### config.mk
export PLATFORM = sky130hd
export DESIGN_NAME = tc_chunk_tx
export DESIGN_NICKNAME = d
export VERILOG_FILES = /design/src/rtl/tc_chunk_tx.sv
export SDC_FILE = /design/constraint.sdc
export NUM_CORES = 1
export LEC_CHECK = 0
export ABC_CLOCK_PERIOD_IN_PS = 6300
export BUFFER_PORTS_ARGS = -buffer_cell sky130_fd_sc_hd__buf_2
export CORE_MARGIN = 4
export CORE_UTILIZATION = 55
export CTS_BUF_LIST = sky130_fd_sc_hd__clkbuf_4 sky130_fd_sc_hd__clkbuf_8
export DETAILED_ROUTE_END_ITERATION = 10
export PLACE_DENSITY = 0.72
export SLEW_MARGIN = 20
export SYNTH_ARGS = -nofsm -noshare
export SYNTH_HDL_FRONTEND = slang
export SYNTH_SLANG_ARGS = --single-unit
### constraint.sdc
create_clock -name clk -period 6.3 [get_ports clk]
set_input_delay 0.63 -clock clk [delete_from_list [all_inputs] [get_ports clk]]
set_output_delay 0.63 -clock clk [all_outputs]
set_load 0.005 [all_outputs]
### src/rtl/tc_chunk_tx.sv
module tc_chunk_tx #(
  parameter int MAX_WORDS = 16,
  parameter int CW        = 8
) (
  input  logic          clk,
  input  logic          rst_n,
  input  logic          cfg_long,
  input  logic          in_valid,
  input  logic [7:0]    in_data,
  input  logic          in_first,
  input  logic          in_last,
  output logic          in_ready,
  input  logic          credit_upd,
  input  logic [CW-1:0] credit_new,
  output logic          out_valid,
  output logic [31:0]   out_data,
  input  logic          out_ready
);
  localparam int IW = $clog2(MAX_WORDS);
  localparam int BW = $clog2(MAX_WORDS * 4 + 1);
  localparam int EW = 6;

  typedef enum logic [1:0] {S_FILL, S_WAIT, S_HDR, S_PAY} st_t;

  st_t           st_q;
  logic [BW-1:0] bcnt_q;
  logic [IW-1:0] widx_q;
  logic          sv_q, ev_q;
  logic [EW-1:0] ebo_q;
  logic [CW-1:0] cnt_q;
  logic [31:0]   mem_q [MAX_WORDS];

  wire take  = in_valid && in_ready;
  wire issue = (st_q == S_WAIT) && (cnt_q != '0);
  wire fire  = out_valid && out_ready;

  wire [BW-1:0] last_byte = cfg_long ? BW'(MAX_WORDS * 4 - 1) : BW'(MAX_WORDS * 2 - 1);
  wire [IW-1:0] last_word = cfg_long ? IW'(MAX_WORDS - 1) : IW'(MAX_WORDS / 2 - 1);
  wire [IW-1:0] wsel      = bcnt_q[IW+1:2];
  wire [1:0]    lane      = bcnt_q[1:0];

  wire [30:0] hdr_hi = {1'b1, 9'b0, 1'b1, sv_q, 4'b0, 1'b0, ev_q, ebo_q, 7'b0};
  wire [31:0] hdr    = {hdr_hi, ~^hdr_hi};
  wire        live   = BW'({widx_q, 2'b00}) < bcnt_q;

  assign in_ready  = (st_q == S_FILL);
  assign out_valid = (st_q == S_HDR) || (st_q == S_PAY);
  assign out_data  = (st_q == S_HDR) ? hdr : (st_q == S_PAY && live) ? mem_q[widx_q] : 32'h0;

  always_ff @(posedge clk) begin
    if (take)
      mem_q[wsel] <= (lane == 2'd0) ? {in_data, 24'h0}
                                    : (mem_q[wsel] | ({in_data, 24'h0} >> (8 * lane)));
  end

  always_ff @(posedge clk) begin
    if (!rst_n) begin
      st_q   <= S_FILL;
      bcnt_q <= '0;
      widx_q <= '0;
      sv_q   <= 1'b0;
      ev_q   <= 1'b0;
      ebo_q  <= '0;
    end else begin
      case (st_q)
        S_FILL: if (take) begin
          bcnt_q <= bcnt_q + 1'b1;
          if (in_first) sv_q <= 1'b1;
          if (in_last || bcnt_q == last_byte) begin
            st_q  <= S_WAIT;
            ev_q  <= in_last;
            ebo_q <= in_last ? bcnt_q[EW-1:0] : '0;
          end
        end
        S_WAIT: if (cnt_q != '0) st_q <= S_HDR;
        S_HDR: if (fire) begin
          st_q   <= S_PAY;
          widx_q <= '0;
        end
        default: if (fire) begin
          widx_q <= widx_q + 1'b1;
          if (widx_q == last_word) begin
            st_q   <= S_FILL;
            bcnt_q <= '0;
            sv_q   <= 1'b0;
            ev_q   <= 1'b0;
            ebo_q  <= '0;
          end
        end
      endcase
    end
  end

  always_ff @(posedge clk) begin
    if (!rst_n)
      cnt_q <= '0;
    else if (credit_upd)
      cnt_q <= issue ? ((credit_new != '0) ? credit_new - 1'b1 : '0) : credit_new;
    else if (issue)
      cnt_q <= cnt_q - 1'b1;
  end

  assert_sides_excl_R1: assert property (@(posedge clk) disable iff (!rst_n)
    !(in_ready && out_valid));

  assert_hdr_odd_R3: assert property (@(posedge clk) disable iff (!rst_n)
    (st_q == S_HDR) |-> (^out_data));

  assert_credit_step_R8: assert property (@(posedge clk) disable iff (!rst_n)
    (issue && !credit_upd) |=> (cnt_q == $past(cnt_q) - 1'b1) && (st_q == S_HDR));

  assert_wait_zero_R8: assert property (@(posedge clk) disable iff (!rst_n)
    (st_q == S_WAIT && cnt_q == '0 && !credit_upd) |=> !out_valid);

  assert_load_issue_R9: assert property (@(posedge clk) disable iff (!rst_n)
    (issue && credit_upd && credit_new != '0) |=> (cnt_q == $past(credit_new) - 1'b1));

  assert_hold_R10: assert property (@(posedge clk) disable iff (!rst_n)
    (out_valid && !out_ready) |=> (out_valid && $stable(out_data)));
endmodule

## Word level (Yosys, flattened, before mapping)

Memories as Yosys holds them, arrays and structs flattened. A register that Yosys moved wholly into a read port is not among the register bits.
Index checks and enable logic that the tools add are counted.

| storage, ports and cells | value |
|---|---|
| bits in registers | 29 |
| memory bits (writable) | 512 |
| input bits | 24 |
| output and inout bits | 34 |
| word-level logic and storage cells | 93 |
| memories kept | 1 |

| operators by class | value |
|---|---|
| add/sub/neg operators | 4 |
| order comparisons | 1 |
| eq/ne operators | 10 |
| shift operators | 1 |
| muxes and demuxes | 43 |
| bitwise operators | 3 |
| reduce and logical (&&, ||, !) cells | 23 |

Memories:

| memory | words | bits a word | rd ports | clocked after memory_dff | wr ports | RTL line | source |
|---|---|---|---|---|---|---|---|
| mem_q | 16 | 32 | 2 | 2 | 1 | 31 | `logic [31:0] mem_q [MAX_WORDS];` |

Operators by type and width:

| operator | count |
|---|---|
| 32-bit 2-to-1 mux | 3 |
| 6-bit 2-to-1 mux | 6 |
| 8-bit 2-to-1 mux | 4 |
| 32-bit bitwise OR | 1 |
| 32-bit by 5-bit right shift with 32-bit output | 1 |
| 31-bit XNOR reduction | 1 |
| 4-bit 2-to-1 mux | 7 |
| 7-bit 2-to-1 mux | 3 |
| 8-bit nonzero test | 2 |
| 8-bit by 1-bit subtractor with 8-bit output (second input constant) | 2 |
| 7-bit case mux with 2 select lines | 1 |
| 2-bit 2-to-1 mux | 6 |
| 6-bit case mux with 2 select lines | 1 |
| 5-bit AND reduction | 2 |
| 1-bit 2-to-1 mux | 8 |
| 4-bit case mux with 2 select lines | 1 |
| 7-bit by 1-bit adder with 7-bit output (second input constant) | 1 |
| 7-bit by 6-bit equality test with 1-bit output | 1 |
| 6-bit by 7-bit < comparator with 1-bit output | 1 |
| 2-bit by 1-bit != test with 1-bit output (second input constant) | 3 |
| 2-bit case mux with 3 select lines | 1 |
| 6-bit AND reduction | 1 |
| 2-bit nonzero test | 3 |
| 4-bit by 1-bit adder with 4-bit output (second input constant) | 1 |
| other kinds (14) | 24 |

## Depth between registers and ports, before layout

| depth | value |
|---|---|
| depth in word-level cells | 7 |
| mapped depth | 9 |
| depth with buffers taken out | 7 |

## Worst setup path after synthesis

No wires, ideal clock.

| timing path | value |
|---|---|
| path type | reg2reg |
| start | register st_q[1] |
| end | memory mem_q[2][0] (enable) |
| setup time | 0.461 ns |
| arrival | 3.422 ns |
| required time | 5.839 ns |
| setup slack | 2.417 ns |
| cell stages (with the launch flop) | 6 |
| buffers on the path | 0 |
| clock period less this slack | 3.883 ns |
| cells stage by stage | dfxtp_1 -> inv_1 -> ha_1 -> nand2_1 -> or3_1 -> nor3_1 |

| on the way | value |
|---|---|
| word-level cells in the longest chain between the ends | 4 |

Ends and longest elaborated chain:

| element | RTL line | source |
|---|---|---|
| start, declared | 25 | `st_t st_q;` |
| start signal, assigned | 58 | `st_q <= S_FILL;` |
| start signal, assigned | 70 | `st_q <= S_WAIT;` |
| start signal, assigned | 75 | `S_WAIT: if (cnt_q != '0) st_q <= S_HDR;` |
| 2-bit logical NOT | 46 | `assign in_ready = (st_q == S_FILL);` |
| via in_ready | 12 | `output logic in_ready,` |
| 1-bit logical AND | 33 | `wire take = in_valid && in_ready;` |
| 1-bit 2-to-1 mux | 51 | `if (take)` |
| 1-bit 2-to-1 mux | 52 | `mem_q[wsel] <= (lane == 2'd0) ? {in_data, 24'h0}` |
| end, declared | 31 |  |

The timed path passes the listed nets, and every way through them passes these cells.

==> impl_metrics.csv <==
group,metric,value,unit
global_routing,grtUsageMet2,0.436,
clocking,cts.clk_slew.worst_paths,0.05,ns
timing,finalSetupViolations,0,
worst_setup_path,crit_path_start_kind,"flip-flop",
worst_setup_path,required,5.67,ns
job,maxCapViolCount,0,
logic_synthesis,syn_inst,1338,
worst_setup_path,crit_path_max_fanout,57,
logic_synthesis,synthMuxAreaShare,0.262,
floorplanning,die_w,224,um
detailed_routing,wl_per_cell,30.8,um
worst_setup_path,ff2ff_setup_slack,2.93,ns
logic_synthesis,synth_edf_count,512,
clocking,numCtsBuffers,90,
logic_synthesis,yosys-top-cells-area,"edfxtp_1 (60%), mux4_2 (24%), dfxtp_1 (2.9%)",
timing,fmax,240,MHz
worst_setup_path,r2r_end,"mem_q[12][11]",
logic_synthesis,synth-seq-cells,549,
min_path,min-delay-start,"in_first",
cells_and_area,syn_to_final_growth,10.5,%
timing,skew,0.0321,ns
detailed_routing,via_per_inst,6.91,
clocking,clockBufferDepth,3,
logic_synthesis,avgSynthCellArea,19.2,um2
worst_setup_path,crit_slowest_cell,"dfxtp_4",
logic_synthesis,synthesis.area,0.0257,mm2
place,place_ws,2.75,ns
worst_setup_path,cp.arrival,3.54,ns
timing,slew_violations,0,
timing,hold_viol_final,0,
timing,min_period_over_period,0.662,
timing,rsz0062_at_grt,"no",
clocking,cts_resized,0,
floorplanning,pin_count,58,
clocking,htreeDepth,3,
power_and_ir_drop,power.leakage,0.00878,uW
floorplanning,dieArea,0.0502,mm2
clocking,clock_sinks,549,
logic_synthesis,synth_compound_area_frac,0.0411,
timing,relSlewSlack,0.219,
detailed_routing,first_iter_violations,1566,
global_routing,grt_max_degree,84,
global_routing,grt_pass1_vias,14900,
logic_synthesis,mappedNetlistNets,1377,
min_path,whs_path_depth,3,
outcome,outcome,"finished, final reports clean",
detailed_routing,drc_errors,0,
worst_setup_path,ff2ff_path_depth,5,
place,port_buffers,57,
logic_synthesis,synth_top_cell_area_share,0.599,
worst_setup_path,crit_path_end_kind,"output port",
logic_synthesis,synth_cell_types,55,
logic_synthesis,synthFlopType,"edfxtp_1",
cells_and_area,drive_gt1_frac,0.384,
detailed_routing,via_count,14500,
min_path,hp-class,"in2reg",
floorplanning,die_y,224,um
detailed_routing,wl,64.5,mm
logic_synthesis,yosysTopAreaCell,"edfxtp_1",
clocking,cts_setup_buffers,0,
cells_and_area,finalNetCount,1464,
floorplanning,rows,78,
place,dp_hpwl,35.0,mm
clocking,cts_tree,"yes",
place,dp.cells,1933,
worst_setup_path,critical_path.cell_chain,"buf_4, mux4_2, mux4_2, and2_1, buf_2",
min_path,hold_path_end,"sv_q",
global_routing,grtUsageMet3,0.0438,
worst_setup_path,cpPeakStageDelay,0.99,ns
logic_synthesis,synth_xor_xnor_area_share,0.00784,
floorplanning,initial_core_util,0.561,
global_routing,grt_pass1_wl,96.2,mm
logic_synthesis,synthAdderAreaFrac,0.00731,
logic_synthesis,synth_top_family_by_area,"multiplexers",
power_and_ir_drop,p_per_area,306,mW/mm2
timing,timing.final.crit_period,4.17,ns
place,gp_congestion,0.857,
timing,worst_slew_pin_slew,1.17,ns
global_routing,grtUsageTotal,0.260,
clocking,clock_latency,0.68,ns
global_routing,top_usage_layer,"met2",
detailed_routing,firstDrtPassIters,5,
timing,setup_tns,0,ns
cells_and_area,fillers,3172,
cells_and_area,layoutNonFillerInstCount,2093,
floorplanning,core,0.0458,mm2
global_routing,grt_overflow_total,0,
clocking,cts_hold_buf,0,
logic_synthesis,ys_warn_count,0,
power_and_ir_drop,vdd_drop_max,0.188,mV
timing,fin_ws,2.13,ns
detailed_routing,antenna_left,0,
global_routing,grtUsageMet1,0.365,
global_routing,antenna_found_initial,2,
logic_synthesis,synthArstFlopShare,0,
cells_and_area,antennaDiodeCount,0,
clocking,root_buffer,"clkbuf_8",
worst_setup_path,cpMostUsedCell,"mux4_2",
power_and_ir_drop,total_power,8700,uW
logic_synthesis,synth-simple-area-share,0.0333,
cells_and_area,final_cell_mix,"edfxtp_1 (512), mux4_2 (277), clkbuf_8 (93)",
cells_and_area,mostFrequentLayoutCell,"edfxtp_1",
logic_synthesis,yosysSeqAreaShare,0.627,
worst_setup_path,path_class,"reg2out",
[per-layer routing]
metal / vias up / share of wire
li1: 5920 / -
met1: 7609 / 0.38
met2: 838 / 0.50
met3: 96 / 0.099
met4: 0 / 0.021
met5: - / 0
[cell families after synthesis]
| family | after synthesis |
|---|---|
| flops | 549 |
| fa+ha+maj | 15 |
| compound gates | 139 |
| simple gates | 177 |
| mux | 323 |
| xor+xnor | 23 |
| buf+inv | 112 |
[flip-flops by register name, summed over array words and instances, names as in the netlist, named ones only]
name,flops
ev_q,1
mem_q,512
sv_q,1
cnt_q,8
widx_q,4
ebo_q,6
bcnt_q,7
st_q,2
[stage by stage]
step | cell area (um2) | util | hold slack [ns]
final | 28400 | 0.620 | 0.270
after global placement | 26700 | 0.583 | 0.500
after CTS | 28400 | 0.620 | 0.231
after floorplan | 25700 | - | 0.472
after global routing | 28400 | 0.620 | 0.295
after detailed placement | 26700 | 0.583 | 0.504
[area by class of cell]
cell class	instances	area, um2	area share
Sequential cell	549	16100	0.568
Tap cell	600	751	0.0264
Clock inverter	42	225	0.00793
Inverter	17	63.8	0.00225
Clock buffer	118	1470	0.0517
Timing Repair Buffer	90	558	0.0197
Multi-Input combinational cell	677	9190	0.324
[cell usage after synthesis (all sizes together), types with 7 or more instances]
cell type,n
edfxtp,512
xor2,10
a22oi,18
dfxtp,37
mux2,33
xnor2,13
clkbuf,50
mux4,277
a221o,8
a222oi,24
inv,17
and2,22
o21ai,7
nor2b,9
nand2,56
ha,15
nor3,17
a21oi,38
mux2i,13
buf,45
a22o,17
nor2,40
[worst max-delay path, delay by kind of cell, from the launching register on]
| kind | cells | cell delay, ns |
|---|---|---|
| flops | 1 | 0.99 |
| mux | 2 | 0.96 |
| buf+inv | 2 | 0.73 |
| simple gates | 1 | 0.18 |
[report_power, final]
| part | leakage, uW | internal, uW | total [uW] | switching, uW |
|---|---|---|---|---|
| clock network | 0.000887 | 1560 | 2940 | 1390 |
| registers | 0.00502 | 4420 | 4490 | 69.4 |
| logic | 0.00287 | 448 | 1260 | 812 |
[worst max path at each step]
stage,from,endpoint,slack [ns],cells past startpoint
6_report,flip-flop,out_data[1],2.13,5
2_1_floorplan,st_q[1],mem_q[2][0],2.42,5
3_3_place_gp,flip-flop,out_data[0],2.77,7
4_1_cts,flip-flop,out_data[0],2.04,7
3_5_place_dp,flip-flop,out_data[0],2.75,7
5_1_grt,flip-flop,out_data[0],1.87,7
No activity file was read; power rests on OpenSTA's default activity.
